`src/rtl/cfgport_pkg.sv`:
```
// Shared types and register numbers for the keyed configuration port.
// Assumes an 8-bit index space; numbers below are seen by software.
package cfgport_pkg;
    typedef enum logic [1:0] {
        LK_SHUT = 2'd0,
        LK_HALF = 2'd1,
        LK_OPEN = 2'd2
    } lock_state_t;

    localparam logic [7:0] REG_LDN     = 8'h07;
    localparam logic [7:0] REG_CHIP_HI = 8'h20;
    localparam logic [7:0] REG_CHIP_LO = 8'h21;
    localparam logic [7:0] REG_MFG_HI  = 8'h23;
    localparam logic [7:0] REG_MFG_LO  = 8'h24;
    localparam logic [7:0] REG_BASE_HI = 8'h60;
    localparam logic [7:0] REG_BASE_LO = 8'h61;
endpackage

```
`src/rtl/cfgport_lock.sv`:
```
// Lock state machine: opens after two consecutive open-key writes to the
// index register, closes on the close key. Assumes idx_wr is a one-cycle
// qualified write to the index offset.
module cfgport_lock
    import cfgport_pkg::*;
#(
    parameter logic [7:0] KEY_OPEN  = 8'h87,
    parameter logic [7:0] KEY_CLOSE = 8'hAA
) (
    input  logic       clk,
    input  logic       rst_n,
    input  logic       idx_wr,
    input  logic [7:0] wdata,
    output logic       open_o
);
    lock_state_t state_q;

    // Advance the key sequence on every index write.
    always_ff @(posedge clk) begin
        if (!rst_n) begin
            state_q <= LK_SHUT;
        end else if (idx_wr) begin
            case (state_q)
                LK_SHUT: state_q <= (wdata == KEY_OPEN) ? LK_HALF : LK_SHUT;
                LK_HALF: state_q <= (wdata == KEY_OPEN) ? LK_OPEN : LK_SHUT;
                LK_OPEN: state_q <= (wdata == KEY_CLOSE) ? LK_SHUT : LK_OPEN;
                default: state_q <= LK_SHUT;
            endcase
        end
    end

    assign open_o = (state_q == LK_OPEN);

    AST_OPEN_AFTER_KEY: assert property (@(posedge clk) disable iff (!rst_n)
        $rose(open_o) |-> $past(idx_wr && wdata == KEY_OPEN));

    AST_STRAY_KEEPS_SHUT: assert property (@(posedge clk) disable iff (!rst_n)
        (!open_o && idx_wr && wdata != KEY_OPEN) |=> !open_o);

    AST_CLOSE_KEY_LOCKS: assert property (@(posedge clk) disable iff (!rst_n)
        (open_o && idx_wr && wdata == KEY_CLOSE) |=> !open_o);
endmodule

```
`src/rtl/cfgport_regs.sv`:
```
// Configuration register file: index, logical-device number, read-only
// identifiers and one banked base address per logical device. Assumes
// idx_load is already qualified by the lock state; data writes are
// qualified here with open_i.
module cfgport_regs
    import cfgport_pkg::*;
#(
    parameter int          NUM_LDEV = 8,
    parameter int          HWM_LDN  = 4,
    parameter int          ADDR_W   = 16,
    parameter int          WIN_BITS = 3,
    parameter logic [15:0] CHIP_ID  = 16'h0541,
    parameter logic [15:0] MFG_ID   = 16'h1934
) (
    input  logic              clk,
    input  logic              rst_n,
    input  logic              open_i,
    input  logic              idx_load,
    input  logic              dat_wr,
    input  logic [7:0]        wdata,
    output logic [7:0]        idx_o,
    output logic [7:0]        dat_o,
    output logic [ADDR_W-1:0] hwm_base_o
);
    localparam int         LDN_W   = (NUM_LDEV > 1) ? $clog2(NUM_LDEV) : 1;
    localparam logic [7:0] LO_MASK = 8'(8'hFF << WIN_BITS);

    logic [7:0]        idx_q;
    logic [7:0]        ldn_q;
    logic [ADDR_W-1:0] base_q [NUM_LDEV];
    logic              wr_ok;
    logic              sel_ok;
    logic [ADDR_W-1:0] sel_base;

    assign wr_ok    = dat_wr && open_i;
    assign sel_ok   = (ldn_q < 8'(NUM_LDEV));
    assign sel_base = base_q[ldn_q[LDN_W-1:0]];

    // Hold the register number chosen by the last accepted index write.
    always_ff @(posedge clk) begin
        if (!rst_n)
            idx_q <= 8'h00;
        else if (idx_load)
            idx_q <= wdata;
    end

    // Logical-device number, written through the data register.
    always_ff @(posedge clk) begin
        if (!rst_n)
            ldn_q <= 8'h00;
        else if (wr_ok && idx_q == REG_LDN)
            ldn_q <= wdata;
    end

    // One base-address register per logical device.
    for (genvar d = 0; d < NUM_LDEV; d++) begin : g_dev
        logic hit;
        assign hit = wr_ok && (ldn_q == 8'(d));

        // Update this device's base bytes when it is the selected one.
        always_ff @(posedge clk) begin
            if (!rst_n) begin
                base_q[d] <= '0;
            end else if (hit && idx_q == REG_BASE_HI) begin
                base_q[d][ADDR_W-1:8] <= wdata[ADDR_W-9:0];
            end else if (hit && idx_q == REG_BASE_LO) begin
                base_q[d][7:0] <= wdata & LO_MASK;
            end
        end
    end

    // Read multiplexer for the data register.
    always_comb begin
        case (idx_q)
            REG_LDN:     dat_o = ldn_q;
            REG_CHIP_HI: dat_o = CHIP_ID[15:8];
            REG_CHIP_LO: dat_o = CHIP_ID[7:0];
            REG_MFG_HI:  dat_o = MFG_ID[15:8];
            REG_MFG_LO:  dat_o = MFG_ID[7:0];
            REG_BASE_HI: dat_o = sel_ok ? 8'(sel_base[ADDR_W-1:8]) : 8'h00;
            REG_BASE_LO: dat_o = sel_ok ? sel_base[7:0] : 8'h00;
            default:     dat_o = 8'h00;
        endcase
    end

    assign idx_o      = idx_q;
    assign hwm_base_o = base_q[HWM_LDN];

    AST_BASE_HELD_LOCKED: assert property (@(posedge clk) disable iff (!rst_n)
        !open_i |=> $stable(hwm_base_o));

    AST_LDN_ONLY_BY_WRITE: assert property (@(posedge clk) disable iff (!rst_n)
        !(wr_ok && idx_q == REG_LDN) |=> $stable(ldn_q));

    AST_INDEX_HELD_LOCKED: assert property (@(posedge clk) disable iff (!rst_n)
        !open_i |=> $stable(idx_q));
endmodule

```
`src/rtl/cfgport_top.sv`:
```
// Keyed two-byte configuration port. Decodes the index and data offsets,
// gates access with the lock machine, and exports the hardware-monitor
// base address. Assumes bus_rd and bus_wr are not raised together.
module cfgport_top
    import cfgport_pkg::*;
#(
    parameter int          OFF_W     = 3,
    parameter int          IDX_OFF   = 5,
    parameter int          DAT_OFF   = 6,
    parameter logic [7:0]  KEY_OPEN  = 8'h87,
    parameter logic [7:0]  KEY_CLOSE = 8'hAA,
    parameter int          NUM_LDEV  = 8,
    parameter int          HWM_LDN   = 4,
    parameter int          ADDR_W    = 16,
    parameter int          WIN_BITS  = 3,
    parameter logic [15:0] CHIP_ID   = 16'h0541,
    parameter logic [15:0] MFG_ID    = 16'h1934
) (
    input  logic              clk,
    input  logic              rst_n,
    input  logic [OFF_W-1:0]  bus_off,
    input  logic              bus_rd,
    input  logic              bus_wr,
    input  logic [7:0]        bus_wdata,
    output logic [7:0]        bus_rdata,
    output logic [ADDR_W-1:0] hwm_base
);
    logic       at_idx, at_dat;
    logic       idx_wr, dat_wr, idx_load;
    logic       open;
    logic [7:0] idx_val, dat_val;

    assign at_idx   = (bus_off == OFF_W'(IDX_OFF));
    assign at_dat   = (bus_off == OFF_W'(DAT_OFF));
    assign idx_wr   = bus_wr && at_idx;
    assign dat_wr   = bus_wr && at_dat;
    assign idx_load = idx_wr && open && (bus_wdata != KEY_CLOSE);

    cfgport_lock #(
        .KEY_OPEN (KEY_OPEN),
        .KEY_CLOSE(KEY_CLOSE)
    ) u_lock (
        .clk   (clk),
        .rst_n (rst_n),
        .idx_wr(idx_wr),
        .wdata (bus_wdata),
        .open_o(open)
    );

    cfgport_regs #(
        .NUM_LDEV(NUM_LDEV),
        .HWM_LDN (HWM_LDN),
        .ADDR_W  (ADDR_W),
        .WIN_BITS(WIN_BITS),
        .CHIP_ID (CHIP_ID),
        .MFG_ID  (MFG_ID)
    ) u_regs (
        .clk       (clk),
        .rst_n     (rst_n),
        .open_i    (open),
        .idx_load  (idx_load),
        .dat_wr    (dat_wr),
        .wdata     (bus_wdata),
        .idx_o     (idx_val),
        .dat_o     (dat_val),
        .hwm_base_o(hwm_base)
    );

    // Combinational read data: locked or undecoded reads give all ones.
    always_comb begin
        if (!bus_rd)
            bus_rdata = 8'h00;
        else if (at_idx)
            bus_rdata = open ? idx_val : 8'hFF;
        else if (at_dat)
            bus_rdata = open ? dat_val : 8'hFF;
        else
            bus_rdata = 8'hFF;
    end

    AST_LOCKED_READS_ONES: assert property (@(posedge clk) disable iff (!rst_n)
        (!open && bus_rd && (at_idx || at_dat)) |-> bus_rdata == 8'hFF);

    AST_IDLE_READ_ZERO: assert property (@(posedge clk) disable iff (!rst_n)
        !bus_rd |-> bus_rdata == 8'h00);
endmodule

```
`config.mk`:
```
export PLATFORM = sky130hd
export DESIGN_NAME = cfgport_top
export DESIGN_NICKNAME = d
export VERILOG_FILES = /design/src/rtl/cfgport_pkg.sv /design/src/rtl/cfgport_lock.sv /design/src/rtl/cfgport_regs.sv /design/src/rtl/cfgport_top.sv
export SDC_FILE = /design/constraint.sdc
export NUM_CORES = 1
export LEC_CHECK = 0
export BUFFER_PORTS_ARGS = -buffer_cell sky130_fd_sc_hd__buf_2
export CAP_MARGIN = 5
export CORE_MARGIN = 4
export CORE_UTILIZATION = 35
export CTS_BUF_LIST = sky130_fd_sc_hd__clkbuf_8 sky130_fd_sc_hd__clkbuf_16
export DETAILED_ROUTE_END_ITERATION = 10
export PLACE_DENSITY = 0.48
export SETUP_SLACK_MARGIN = 0.3
export SLEW_MARGIN = 20
export SYNTH_ARGS = -nofsm -noshare
export SYNTH_HDL_FRONTEND = slang
export SYNTH_SLANG_ARGS = --single-unit
```
`constraint.sdc`:
```
create_clock -name clk -period 3.7 [get_ports clk]
set_clock_uncertainty 0.15 [all_clocks]
set_input_delay 0 -clock clk [delete_from_list [all_inputs] [get_ports clk]]
set_output_delay 0 -clock clk [all_outputs]
set_load 0.01 [all_outputs]
```
After elaboration in Yosys (flattened, before gate mapping) --
Memory sizes are Yosys's and may differ from the RTL's. A register that Yosys moved wholly into a read port is not among the register bits. Index checks and enable logic that the tools add are counted.
Cells by class: magnitude comparators 1, equality and inequality tests 21, multiplexer cells 87, bitwise logic cells 16, reductions and logical operators 32
Operator list (number):
- 2-to-1 mux 8 bit | 15
- 2-to-1 mux 1 bit | 58
- case mux 8 bit (7 select lines) | 1
- equality test 8 x 3 -> 1 bit, second input constant | 5
- 2-to-1 mux 5 bit | 8
- equality test 8 x 6 -> 1 bit, second input constant | 4
- logical AND 1 bit | 30
- equality test 8 x 2 -> 1 bit, second input constant | 2
- equality test 8 x 7 -> 1 bit, second input constant | 2
- equality test 8 bit, second input constant | 2
- OR 1 bit | 16
- equality test 8 x 1 -> 1 bit, second input constant | 1
- zero test 8 bit | 1
- < comparator 8 x 4 -> 1 bit, second input constant | 1
- inequality test 8 bit, second input constant | 1
- equality test 3 bit, second input constant | 2
- 2-to-1 mux 3 bit | 2
- case mux 2 bit (3 select lines) | 1
- 2-to-1 mux 2 bit | 2
- equality test 2 x 1 -> 1 bit, second input constant | 1
- equality test 2 bit, second input constant | 1
- zero test 2 bit | 1
Word-level totals: output and inout port bits 24, memories kept 1, register bits after elaboration 18, bits in writable memories 104
Memories:
- u_regs.base_q | depth 8, width 13, rd ports 2, clocked after memory_dff 1, wr ports 8, line cfgport_regs.sv:30 | logic [ADDR_W-1:0] base_q [NUM_LDEV];

Longest topological paths before layout --
Gate-level depths: netlist of run 1.
word-level depth 10, depth in mapped cells 7

Modules after synthesis --
Synthesis of run 1 repeated with hierarchy kept, for this count alone.
Second synthesis, totals: cells, all modules 467, area, all modules 5972.0 um^2
By module, submodules not included:
- cfgport_regs | times used 1, area an instance 5634.2 um^2, cells an instance 437
- cfgport_top | times used 1, area an instance 195.2 um^2, cells an instance 16
- cfgport_lock | times used 1, area an instance 142.6 um^2, cells an instance 14

Worst setup path after synthesis of run 1 --
Ideal clock, no wire load.
path kind register -> register, start register u_regs.ldn_q[3], end memory u_regs.base_q[3][10] in the netlist's numbering (enable), cell stages (with the launch flop) 5, period minus slack after synthesis 2.664 ns, path slack 1.036 ns, library setup time 0.384 ns, data arrival time 2.130 ns, path through dfxtp_1 -> or4_4 -> nor4_4 -> nand4b_1 -> o21ai_0
RTL lines:
- start: declaration | line cfgport_regs.sv:29 | logic [7:0] ldn_q;
- start signal: assignment | line cfgport_regs.sv:52 | ldn_q <= wdata;
- end: declaration | line cfgport_regs.sv:30

==> flow_metrics.py, run 1 <==
metrics = {
    "floorplan": {
        "dieWidth_um": 137,
        "fp.dieH_um": 137,
        "num_rows": 47,
        "fp.dieArea_um2": 18900,
        "ioPinCount": 39,
        "start_util": 0.355,
        "coreArea_um2": 16500,
    },
    "synthesis": {
        "yosysWarnings": 0,
        "synthDominantCellAreaShare": 0.532,
        "synth_area_leaders": "edfxtp_1 (53%), mux4_2 (10%), dfxtp_1 (7.2%)",
        "ys.flop_type": "edfxtp_1",
        "synth_top_area_cell": "edfxtp_1",
        "yosysUniqueCellTypes": 43,
        "syn-mean-instance-area_um2": 12.6,
        "async_flop_share": 0,
        "synth_area_um2": 5870,
        "netlist_instances": 464,
        "ys_seq_area_frac": 0.604,
        "ys_seq_elements": 125,
        "synth_edf_count": 104,
    },
    "detailed_routing": {
        "via_per_inst": 5.39,
        "wl_um": 16800,
        "vias": 4087,
        "drcViolationCount": 0,
        "antenna_left": 0,
        "drt_iter0_drc": 364,
        "drt-wirelength-per-cell_um": 22.2,
        "firstDrtPassIters": 5,
    },
    "worst_setup_path": {
        "cp_cell_sequence": "or4_4 > nor4_4 > nand3_1 > o21ai_0 > buf_4",
        "crit_buf_inv": 1,
        "required_ns": 3.69,
        "end_kind": "register",
        "max_stage_delay_ns": 0.57,
        "cp_max_fo": 8,
        "crit_path_start_kind": "register",
        "crit_type": "reg2reg",
        "critPathTopFamily": "simple AND/OR/NAND/NOR gates",
        "crit_arrival_ns": 2.96,
        "slowest_stage": "or4_4",
    },
    "power_and_ir_drop": {
        "seqPwrFrac": 0.467,
        "powerDensity_nw_per_um2": 484,
        "peakVddDrop_v": 0.000330,
        "comb_power_share": 0.038,
        "switching_share": 0.208,
        "net-switching-power_mw": 0.714,
        "p_clk_frac": 0.495,
        "internal_power_mw": 2.72,
        "p_leak_nw": 2.24,
    },
    "finish": {
        "num_antenna_cells": 0,
        "finish.instance_area_um2": 7080,
        "final_nets": 540,
        "drive_above_1_share": 0.260,
        "syn2layout_area_growth_pct": 20.7,
        "fillCellCount": 1543,
    },
    "grt": {
        "grt_max_degree": 48,
        "grt_overflow": 0,
        "grt_pass1_wl_um": 25400,
        "track_usage": 0.189,
        "antenna_found_initial": 0,
        "grt_pass1_vias": 4076,
    },
    "clock_tree": {
        "clkTransAtPathRegs_ns": 0.06,
        "cts_root_buffer": "clkbuf_16",
        "cts_setup_buffers": 0,
        "cts_buffers": 17,
        "clockBufferDepth": 2,
        "insertion_delay_ns": 0.42,
        "cts-resized-gates": 0,
        "h-tree-depth": 4,
        "numClockSinks": 125,
        "cts_tree": "done",
        "ctsHoldBuffers": 11,
    },
    "sta": {
        "period_needed_ns": 2.97,
        "setup_viol": 0,
        "rsz0062_at_grt": "false",
        "slew_headroom": 0.284,
        "period_share": 0.803,
        "setup-tns-final_ns": 0,
        "max_slew.worst_pin.slew_ns": 1.07,
        "drv_slew": 0,
        "hold_violations": 0,
        "max_freq_mhz": 337,
    },
    "place": {
        "place.gp.congestion": 0.889,
        "hpwlAfterDp_um": 11900,
        "dpl-instance-area_um2": 6370,
        "port_buffers": 35,
    },
    "hold_path": {
        "hp-class": "in2reg",
    },
    "run": {
        "maxCapViolations": 0,
    },
    "outcome": {
        "status": "finished clean",
    },
}
-- layer usage --
layer,up-vias,GRT usage,routed length [µm]
met5,-,0,0
met4,0,0.0698,371
met3,27,0.0460,872
met2,133,0.296,8060
met1,2060,0.254,7500
li1,1867,-,-
-- sequential cells by signal, indices dropped and copies added (netlist names), named ones only --
name and flops:
u_lock.state_q 2, u_regs.idx_o 8, u_regs.ldn_q 8, u_regs.base_q 104
-- power groups by stage --
| stage | Sequential (mW) | Clock [mW] | Combinational, mW |
|---|---|---|---|
| 5_1_grt | 1.61 | 1.79 | 0.142 |
| 4_1_cts | 1.60 | 1.73 | 0.133 |
| 3_3_place_gp | 1.63 | 0 | 0.123 |
| 6_report | 1.60 | 1.70 | 0.131 |
| 3_5_place_dp | 1.63 | 0 | 0.125 |
| 2_1_floorplan | 1.62 | 0 | 0.0611 |
-- logic make-up (layout without fill, tap and decap cells) --
logic type	after synthesis	after routing	synth area share
mux	45	45	0.135
simple gates	194	194	0.167
flops	125	125	0.604
compound gates	65	65	0.0674
other cells	1	3	0.000639
buf+inv	34	106	0.0266
-- path summary, 6_finish.rpt --
path | startpoint | to | slack (ns) | cells after the start
worst max register to register | u_regs.ldn_q[3] | u_regs.base_q[5][9] | 0.73 | 5
worst max-delay path | u_regs.ldn_q[3] | u_regs.base_q[5][9] | 0.73 | 5
worst min register to register | u_regs.ldn_q[4] | u_regs.ldn_q[4] | 0.38 | 2
worst min-delay path | bus_off[0] | u_regs.idx_o[5] | 0.03 | 4
-- worst reg2reg max path: stages, from the launching register on --
cell and delay [ns]:
dfxtp_1 0.33, or4_4 0.57, nor4_4 0.48, nand3_1 0.39, o21ai_0 0.54, buf_4 0.23
-- through the flow --
step / setup slack (ns) / hold slack [ns] / util / total power, mW / std cells
2_1_floorplan: 1.04 / -0.0370 / - / 1.68 / 466
4_1_cts: 0.728 / 0.0108 / 0.429 / 3.46 / 758
5_1_grt: 0.574 / 0.0674 / 0.429 / 3.54 / 758
3_5_place_dp: 0.753 / 0.191 / 0.386 / 1.76 / 715
3_3_place_gp: 0.797 / 0.188 / 0.386 / 1.75 / 715
6_report: 0.730 / 0.0347 / 0.429 / 3.43 / 758
-- cells in the mapped netlist (all sizes together) (2+ instances only) --
cell type,n
a211oi,2
a21boi,9
a21o,3
a21oi,7
a221oi,4
a31oi,5
and3,2
buf,19
clkbuf,13
dfxtp,21
edfxtp,104
inv,2
mux2,13
mux2i,6
mux4,26
nand2,3
nand2b,4
nand3,38
nand3b,3
nand4,3
nand4b,5
nor2,111
nor2b,11
nor4,3
nor4bb,2
o21ai,33
-- cell usage in the layout, fill, tap and decap left out, drive strengths merged, types with 2 or more instances in the layout --
master,instances
nor2,111
edfxtp,104
buf,61
nand3,38
o21ai,33
mux4,26
dfxtp,21
clkbuf,19
mux2,13
nor2b,11
dlygate4sd3,11
a21boi,9
clkinv,8
a21oi,7
mux2i,6
nand4b,5
a31oi,5
nand2b,4
a221oi,4
a21o,3
inv,3
nand2,3
nand3b,3
nand4,3
conb,3
bufinv,3
nor4,3
and3,2
nor4bb,2
a211oi,2
-- cell type report --
class / instances / area [µm²] / area share
clock buffers: 19 / 453 / 0.0639
clock inverters: 13 / 148 / 0.0208
inverters: 2 / 7.51 / 0.00106
multi-input cells: 307 / 2180 / 0.307
flip-flops and latches: 125 / 3540 / 0.500
well taps: 220 / 275 / 0.0389
repair buffers: 72 / 480 / 0.0678
Note: power is estimated with default switching activity, not from simulation.
==> inputs of run 2 (changes only) <==
- clock period: 3.7 -> 3 ns (I/O delays scaled with it)
==> flow_metrics.py, run 2 (synthesis gave the netlist of run 1 again) <==
metrics = {
    "finish": {
        "layout_commonest_cell": "nor2_1",
        "final_cell_mix": "nor2_1 (110), edfxtp_1 (104), buf_4 (41), buf_2 (35), nand3_1 (34)",
        "finish.instance_area_um2": 7220,
        "syn2layout_area_growth_pct": 23.0,
        "drive_above_1_share": 0.282,
        "fillCellCount": 1555,
        "regMostFlops": "u_regs.base_q",
        "final_nets": 556,
        "largest_reg_flops": 104,
        "num_antenna_cells": 0,
        "final_cells": 774,
    },
    "place": {
        "hpwlAfterDp_um": 11500,
        "dpl-instance-area_um2": 6460,
        "place.gp.congestion": 0.900,
        "place_inst": 727,
        "port_buffers": 35,
    },
    "worst_setup_path": {
        "cp_cell_sequence": "or4b_1 > nor4_4 > buf_4 > nand3_1 > a31oi_1 > buf_2",
        "end_kind": "output port",
        "crit_buf_inv": 2,
        "max_stage_delay_ns": 0.67,
        "cp_max_fo": 9,
        "crit_arrival_ns": 2.46,
        "crit_type": "reg2out",
        "regToRegSetupSlack_ns": 0.42,
        "required_ns": 2.85,
        "slowest_stage": "or4b_1",
        "crit_path_start_kind": "register",
        "critPathTopFamily": "simple AND/OR/NAND/NOR gates",
    },
    "run": {
        "maxCapViolations": 0,
    },
    "floorplan": {
        "fp.dieH_um": 137,
        "start_util": 0.355,
        "ioPinCount": 39,
        "coreArea_um2": 16500,
        "num_rows": 47,
        "fp.dieArea_um2": 18900,
        "dieWidth_um": 137,
    },
    "power_and_ir_drop": {
        "p_leak_nw": 2.33,
        "peakVddDrop_v": 0.000419,
        "powerDensity_nw_per_um2": 574,
        "finalPower_mw": 4.14,
    },
    "detailed_routing": {
        "firstDrtPassIters": 5,
        "via_per_inst": 5.28,
        "drt-wirelength-per-cell_um": 21.3,
        "vias": 4083,
        "antenna_left": 0,
        "wl_um": 16500,
        "drt_iter0_drc": 280,
        "drcViolationCount": 0,
    },
    "clock_tree": {
        "cts_tree": "done",
        "cts_buffers": 17,
        "clkTransAtPathRegs_ns": 0.05,
        "cts_root_buffer": "clkbuf_16",
        "clockBufferDepth": 2,
        "h-tree-depth": 4,
        "numClockSinks": 125,
        "insertion_delay_ns": 0.42,
    },
    "hold_path": {
        "hp-class": "in2reg",
    },
    "sta": {
        "period_share": 0.870,
        "period_needed_ns": 2.61,
        "slew_headroom": 0.419,
        "setup_viol": 0,
        "max_slew.worst_pin.slew_ns": 0.870,
        "max_freq_mhz": 383,
        "rsz0062_at_grt": "true",
        "hold_violations": 0,
        "drv_slew": 0,
        "setup-tns-final_ns": 0,
    },
    "grt": {
        "grt_pass1_wl_um": 24500,
        "track_usage": 0.183,
        "grt_max_degree": 48,
        "antenna_found_initial": 0,
        "grt_overflow": 0,
        "grt_pass1_vias": 3989,
    },
    "outcome": {
        "status": "finished clean",
    },
}
==> run 2: final cells by class <==
| class | count | area, µm² | share of cell area |
|---|---|---|---|
| Multi-Input combinational cell | 307 | 2190 | 0.303 |
| Inverter | 2 | 7.51 | 0.00104 |
| Clock buffer | 24 | 567 | 0.0785 |
| Timing Repair Buffer | 88 | 603 | 0.0835 |
| Tap cell | 220 | 275 | 0.0381 |
| Clock inverter | 8 | 33.8 | 0.00468 |
| Sequential cell | 125 | 3540 | 0.491 |
==> run 2: path summary, 6_finish.rpt <==
kind | endpoint | depth (start not counted) | start
max | bus_rdata[7] | 6 | u_regs.idx_o[7]
min | u_regs.idx_o[5] | 4 | bus_off[1]
max reg2reg | u_regs.base_q[0][6] | 5 | u_regs.ldn_q[3]
min reg2reg | u_regs.ldn_q[3] | 2 | u_regs.ldn_q[3]
==> run 2: per-stage QoR <==
step | util | hold slack [ns] | setup WS (ns)
after floorplan | - | -0.0370 | 0.336
after global placement | 0.391 | 0.189 | 0.336
after detailed placement | 0.391 | 0.195 | 0.302
after CTS | 0.436 | 0.0325 | 0.316
after global routing | 0.437 | 0.0698 | 0.283
final | 0.437 | 0.0554 | 0.391
==> run 2: what timing repair did <==
action                                  in CTS  in global routing
cloned                                       0                  0
resized for setup                            0                  4
setup buffers                                3                  0
hold buffers                                12                  0
pin swaps                                    2                  0
hold endpoints to repair                    34                  0
endpoints found under the setup margin      14                 29
==> run 2: tightest hold or removal path: cells and delay by family <==
kind	cells	cell delay (ns)
simple gates	2	0.31
compound gates	1	0.17
buf+inv	1	0.11
==> run 2: layer usage <==
metal  vias to the layer above  share of wire  global-route usage
li1                       1899              -                   -
met1                      2069           0.45               0.249
met2                       103           0.49               0.296
met3                        12          0.042              0.0405
met4                         0         0.0092              0.0504
met5                         -              0                   0
==> run 2: power breakdown <==
part	switching, mW	total, mW	internal, mW
registers	0.0260	1.97	1.94
clock network	0.702	2.00	1.30
logic	0.0938	0.171	0.0770
